[src/rtl/pfq_pkg.sv]
package pfq_pkg;
  localparam int unsigned INSTR_W = 16;
  localparam int unsigned BUS_W   = 2 * INSTR_W;

  typedef struct packed {
    logic [INSTR_W-1:0] instr;
    logic               tag;
    logic               pair;  // first half of a wide fetch
  } pfq_entry_t;
endpackage

[src/rtl/pfq_ctrl.sv]
module pfq_ctrl #(
  parameter int unsigned DEPTH = 4,
  localparam int unsigned CNT_W = $clog2(DEPTH + 1)
) (
  input  logic             clk_i,
  input  logic             rst_ni,
  input  logic             fetch_valid_i,
  input  logic             wide_i,
  input  logic             flush_i,
  input  logic             consume_i,
  output logic             push_o,
  output logic             pop_o,
  output logic [CNT_W-1:0] cnt_o,
  output logic             full_o
);
  logic [CNT_W-1:0] cnt_q, cnt_d, add_n;

  assign full_o = wide_i ? (cnt_q > CNT_W'(DEPTH - 2)) : (cnt_q == CNT_W'(DEPTH));
  assign push_o = fetch_valid_i & ~full_o & ~flush_i;
  assign pop_o  = consume_i & (cnt_q != '0) & ~flush_i;
  assign add_n  = push_o ? (wide_i ? CNT_W'(2) : CNT_W'(1)) : '0;

  always_comb begin
    if (flush_i) cnt_d = '0;
    else         cnt_d = cnt_q + add_n - CNT_W'(pop_o);
  end

  always_ff @(posedge clk_i or negedge rst_ni) begin
    if (!rst_ni) cnt_q <= '0;
    else         cnt_q <= cnt_d;
  end

  assign cnt_o = cnt_q;


  cnt_bound_chk: assert property (@(posedge clk_i) disable iff (!rst_ni)
    cnt_q <= CNT_W'(DEPTH));


  full_hold_chk: assert property (@(posedge clk_i) disable iff (!rst_ni)
    (full_o && !consume_i && !flush_i) |=> (cnt_q == $past(cnt_q)));


  flush_empty_chk: assert property (@(posedge clk_i) disable iff (!rst_ni)
    flush_i |=> (cnt_q == '0));


  empty_pop_chk: assert property (@(posedge clk_i) disable iff (!rst_ni)
    (consume_i && cnt_q == '0 && !fetch_valid_i) |=> (cnt_q == '0));
endmodule

[src/rtl/pfq_store.sv]
module pfq_store
  import pfq_pkg::*;
#(
  parameter int unsigned DEPTH = 4,
  localparam int unsigned CNT_W = $clog2(DEPTH + 1)
) (
  input  logic             clk_i,
  input  logic             rst_ni,
  input  logic             push_i,
  input  logic             pop_i,
  input  logic             wide_i,
  input  logic             flush_i,
  input  logic [CNT_W-1:0] cnt_i,
  input  logic [BUS_W-1:0] fetch_data_i,
  input  logic             bkpt_i,
  output pfq_entry_t       head_o
);
  pfq_entry_t q [DEPTH+1];   // slot DEPTH stays zero, feeds the shift
  pfq_entry_t nxt [DEPTH];
  pfq_entry_t hi_e, lo_e;
  logic [CNT_W-1:0] base, base_p1;
  logic [DEPTH-1:0] tag_vec;

  assign hi_e    = '{instr: fetch_data_i[BUS_W-1:INSTR_W], tag: bkpt_i, pair: 1'b1};
  assign lo_e    = '{instr: fetch_data_i[INSTR_W-1:0],     tag: bkpt_i, pair: 1'b0};
  assign base    = cnt_i - CNT_W'(pop_i);
  assign base_p1 = base + CNT_W'(1);
  assign q[DEPTH] = '0;

  always_comb begin
    for (int i = 0; i < DEPTH; i++) begin
      nxt[i] = pop_i ? q[i+1] : q[i];
      // one request covers both halves: drop the partner's tag
      if (i == 0 && pop_i && q[0].tag && q[0].pair) nxt[i].tag = 1'b0;
      if (push_i && base == CNT_W'(i)) nxt[i] = wide_i ? hi_e : lo_e;
      if (push_i && wide_i && base_p1 == CNT_W'(i)) nxt[i] = lo_e;
      if (flush_i) nxt[i] = '0;
    end
  end

  for (genvar g = 0; g < DEPTH; g++) begin : g_slot
    always_ff @(posedge clk_i or negedge rst_ni) begin
      if (!rst_ni) q[g] <= '0;
      else         q[g] <= nxt[g];
    end
    assign tag_vec[g] = q[g].tag;
  end

  assign head_o = q[0];


  pair_clear_chk: assert property (@(posedge clk_i) disable iff (!rst_ni)
    (pop_i && q[0].tag && q[0].pair) |=> !q[0].tag);


  flush_tags_chk: assert property (@(posedge clk_i) disable iff (!rst_ni)
    flush_i |=> (tag_vec == '0));
endmodule

[src/rtl/pfq_ack.sv]
module pfq_ack (
  input  logic clk_i,
  input  logic rst_ni,
  input  logic pop_i,
  input  logic head_tag_i,
  output logic ack_o
);
  always_ff @(posedge clk_i or negedge rst_ni) begin
    if (!rst_ni) ack_o <= 1'b0;
    else         ack_o <= pop_i & head_tag_i;
  end
endmodule

[src/rtl/pfq_bkpt_queue.sv]
module pfq_bkpt_queue
  import pfq_pkg::*;
#(
  parameter int unsigned DEPTH = 4
) (
  input  logic               clk_i,
  input  logic               rst_ni,
  input  logic               fetch_valid_i,
  input  logic [BUS_W-1:0]   fetch_data_i,
  input  logic               bkpt_i,
  input  logic               bus_wide_i,
  input  logic               flush_i,
  input  logic               consume_i,
  output logic               head_valid_o,
  output logic [INSTR_W-1:0] head_instr_o,
  output logic               head_tag_o,
  output logic               bkpt_ack_o,
  output logic               full_o
);
  localparam int unsigned CNT_W = $clog2(DEPTH + 1);

  logic             push, pop;
  logic [CNT_W-1:0] cnt;
  pfq_entry_t       head;

  pfq_ctrl #(.DEPTH(DEPTH)) u_ctrl (
    .clk_i, .rst_ni, .fetch_valid_i,
    .wide_i   (bus_wide_i),
    .flush_i, .consume_i,
    .push_o   (push),
    .pop_o    (pop),
    .cnt_o    (cnt),
    .full_o
  );

  pfq_store #(.DEPTH(DEPTH)) u_store (
    .clk_i, .rst_ni,
    .push_i   (push),
    .pop_i    (pop),
    .wide_i   (bus_wide_i),
    .flush_i,
    .cnt_i    (cnt),
    .fetch_data_i, .bkpt_i,
    .head_o   (head)
  );

  assign head_valid_o = (cnt != '0);
  assign head_instr_o = head_valid_o ? head.instr : '0;
  assign head_tag_o   = head_valid_o & head.tag;

  pfq_ack u_ack (
    .clk_i, .rst_ni,
    .pop_i      (pop),
    .head_tag_i (head_tag_o),
    .ack_o      (bkpt_ack_o)
  );


  ack_cause_chk: assert property (@(posedge clk_i) disable iff (!rst_ni)
    bkpt_ack_o |-> $past(consume_i && head_tag_o && !flush_i));


  flush_no_ack_chk: assert property (@(posedge clk_i) disable iff (!rst_ni)
    flush_i |=> !bkpt_ack_o);
endmodule

[config.mk]
export PLATFORM = sky130hd
export DESIGN_NAME = pfq_bkpt_queue
export DESIGN_NICKNAME = d
export VERILOG_FILES = /design/src/rtl/pfq_pkg.sv /design/src/rtl/pfq_ctrl.sv /design/src/rtl/pfq_store.sv /design/src/rtl/pfq_ack.sv /design/src/rtl/pfq_bkpt_queue.sv
export SDC_FILE = /design/constraint.sdc
export NUM_CORES = 1
export LEC_CHECK = 0
export BUFFER_PORTS_ARGS = -buffer_cell sky130_fd_sc_hd__clkbuf_2
export CORE_ASPECT_RATIO = 1.4
export CORE_MARGIN = 10
export CORE_UTILIZATION = 30
export DETAILED_ROUTE_END_ITERATION = 7
export SKIP_CTS_REPAIR_TIMING = 1
export SKIP_LAST_GASP = 1
export SYNTH_ARGS = -nofsm -noshare
export SYNTH_HDL_FRONTEND = slang
export SYNTH_SLANG_ARGS = --single-unit
[constraint.sdc]
create_clock -name clk_i -period 3.7 [get_ports clk_i]
set_input_delay 0 -clock clk_i [delete_from_list [all_inputs] [get_ports clk_i]]
set_output_delay 0 -clock clk_i [all_outputs]
set_load 0.05 [all_outputs]
==> impl_results.md <==
- Worst skew pair latency: 0.33 ns
- Area added between synthesis and finish: 16.67%
- Num ports: 59
- FFs w/ async S/R, synth: 1.000
- Clock network fraction of total power: 0.255
- Final Hold Vio Count: 0
- Critical path required time: 3.88 ns
- Crit path depth: 11
- Cell taking the most area after synthesis: dfrtp_1
- Worst hold path type: in2reg
- Top cell type's share of synthesized area: 0.3971
- Critical Path Start Type: register
- Register area: 1902 um2
- Multi-input logic area: 2650 um2
- Area of the die: 21490 um2
- Syn Nets: 576
- Lkg Pwr: 2.343 nW
- Share of layout cells above drive strength 1: 0.2118
- Pwr Density: 628.5 nW/um2
- Remaining antenna violation count: 0
- CP bufs+invs: 0
- Fin crit share: 0.9323
- Drt drc: 0
- # diodes: 0
- CTS tree: yes
- Largest net degree at the start of global routing: 77
- Slew Limit Headroom: 0.3193
- Finished Core Util: 0.3580
- Core box area: 15610 um2
- Flop pwr share: 0.315
- Commonest cells in the netlist: dfrtp_1 (76), nor3_1 (36), nand2_1 (33), nor2_1 (33), a31oi_1 (31)
- Crit-path slowest cell: dfrtp_1
- Post-route insts no fill: 772
- Final net count: 616
- Top_reg_cell synth: dfrtp_1
- Worst slew pin tran: 1.021 ns
- Total Routed Length: 16.49 mm
- Critical Path Max Stage Delay: 0.47 ns
- Number of synthesized flops with an enable pin: 0
- Starting Density: 0.3069
- Die Ht: 169.5 um
- Count leader, synth: dfrtp_1
- Avg Cell Area, Syn: 9.020 um2
- Row Count: 54
- Worst hold start: fetch_data_i[10]
- Arr. time, crit path: 3.63 ns
- All-Layer GR Usage: 0.1520
- Number of I/O port buffers: 58
- CP Class: reg2reg
- Final setup margin: 0.2503 ns
- Netlist cell types: 58
- Reg2reg start: u_ctrl.cnt_o[0]
- Drt via density: 5.935
- Worst clock skew: 0.002539 ns
- CTS Buffer Depth: 2
- Root buffer cell: clkbuf_16
- Crit-path leading delay family: simple AND/OR/NAND/NOR gates
- Max Cap Viol: 0
- Placer Congestion: 0.8594
- Worst r2r dst: u_store.q[40]
- First-pass GRT wire length: 26.25 mm
- Critical Path Fanout Max: 17
- Register-to-register setup slack: 0.25 ns
- #FFs+latches synth: 76
- Chip width: 126.8 um
- Switch Pwr: 0.001475 W
- GRT overflow: 0
- Final Max Slew Viols: 0
- Worst Reg-to-Reg Cells: 11
- CP Cell Sequence: o31ai_2 > nor2_1 > ha_1 > ha_1 > nor2_1 > ha_1 > nand4b_2 > nor2_1 > nand2_1 > a31oi_1 > a311oi_1
- Total CTS buffers: 9
- Post-Route Setup TNS: 0 ns
- Top cells by area, synth: dfrtp_1 (40%), a31oi_1 (4.0%), mux2_2 (4.0%), nor3_1 (3.8%), mux2i_1 (3.6%)
- Fill count: 1594
- Gate power share: 0.430
- Worst vdd rail ir drop: 0.3130 mV
- Placed Cells: 754
- 1st-pass router iterations: 5
- RSZ-0062 raised after global routing: no
- Synth warn: 0
- Setup crit start: u_ctrl.cnt_o[0]
- Post-Syn Area: 4790 um2
- Worst slack, placed: 0.1614 ns
- Final setup vio count: 0
- Clk slew on worst S/H paths: 0.06 ns
- H-tree Lvls: 3
- Max Clk Rate: 289.9 MHz
- Initial antenna violation count: 0
- CTS Sinks: 76
- Detailed Route Iter0 Violations: 460
- Switching Share: 0.4199
- Vias: 4582
- Run status: complete, no violations
- Synthesized instance count: 531
- Vias in the first global route: 4670
- Drt wl/cell: 21.36 um
- Setup crit end kind: register
- Detail Placement HPWL: 11.79 mm
- Cell Int Power: 0.002037 W
- Post-synthesis sequential area ratio: 0.3971
- Crit path capture: u_store.q[40]
- Min cycle time layout: 3.450 ns
## power groups by stage
stage,combinational [W],clock (W),sequential [W]
after global routing,0.00165,0.000946,0.00113
after detailed placement,0.00150,0,0.00112
after global placement,0.00147,0,0.00111
after floorplan,0.00112,0,0.00108
after CTS,0.00150,0.000910,0.00110
final,0.00151,0.000894,0.00111
## registers in the layout (all words and copies together) (netlist names)
signal,cells
u_ack.ack_o,1
u_ctrl.cnt_o,3
u_store.head_o,18
u_store.q,54
## worst min path at each step
| stage | end | slack [ns] | cells after the start |
|---|---|---|---|
| after floorplan | u_ack.ack_o | -0.30 | 0 |
| after global placement | u_store.head_o[0] | 0.23 | 1 |
| after detailed placement | u_store.head_o[1] | 0.23 | 1 |
| after CTS | u_store.q[37] | -0.12 | 1 |
| after global routing | u_store.q[32] | 0.01 | 2 |
| final | u_store.q[48] | 0.002 | 3 |
## per-stage QoR
stage	hold slack [ns]	power, W	area [um2]
after floorplan	-0.2956	0.002204	4790
after global placement	0.2313	0.002587	5263
after detailed placement	0.2295	0.002619	5263
after CTS	-0.1241	0.003517	5560
after global routing	0.01203	0.003723	5588
final	0.001771	0.003512	5588
## metal layers
layer  global-route usage  routed length (um)
met1               0.1663                6077
met2               0.2752                8886
met3              0.02595                 803
met4              0.07494                 720
met5                    0                   0
## tightest hold or removal path: stages
cell	delay, ns
clkbuf_2	0.14
nand2_1	0.07
a311oi_1	0.08
## cell type report
cell class | count | area share
clock inverters | 1 | 0.005374
clock buffers | 15 | 0.04792
flip-flops and latches | 76 | 0.3403
well taps | 196 | 0.04389
repair buffers | 80 | 0.08285
multi-input cells | 396 | 0.4742
inverters | 8 | 0.005374
## cells by family (layout without fill, tap and decap cells)
logic type | after synthesis | in the layout | share of synthesized area
AO/OA/AOI/OAI | 198 | 198 | 0.2874
XOR/XNOR | 3 | 3 | 0.005487
adder cells (fa/ha/maj) | 6 | 6 | 0.01724
buffers and inverters | 59 | 104 | 0.05617
flip-flops | 76 | 76 | 0.3971
multiplexers | 34 | 34 | 0.07549
AND/OR/NAND/NOR | 155 | 155 | 0.1612
## cells in the final DEF (no fill, tap or decap), types with 4 or more instances in the layout
master and count:
o21ai_0 21, o21a_1 12, nor3_1 36, clkbuf_2 57
clkbuf_1 4, a31oi_1 31, clkbuf_16 9, o21ai_1 18
nand2_1 33, and2_1 20, a22oi_1 17, o22ai_1 12
a21oi_1 27, mux2_2 17, nand3_1 16, ha_1 5
nor2_1 33, mux2i_1 17, dfrtp_1 76, nand2b_1 4
o221ai_1 14, a311oi_1 18, buf_4 21, inv_1 8
Note: power is estimated with default switching activity, not from simulation.
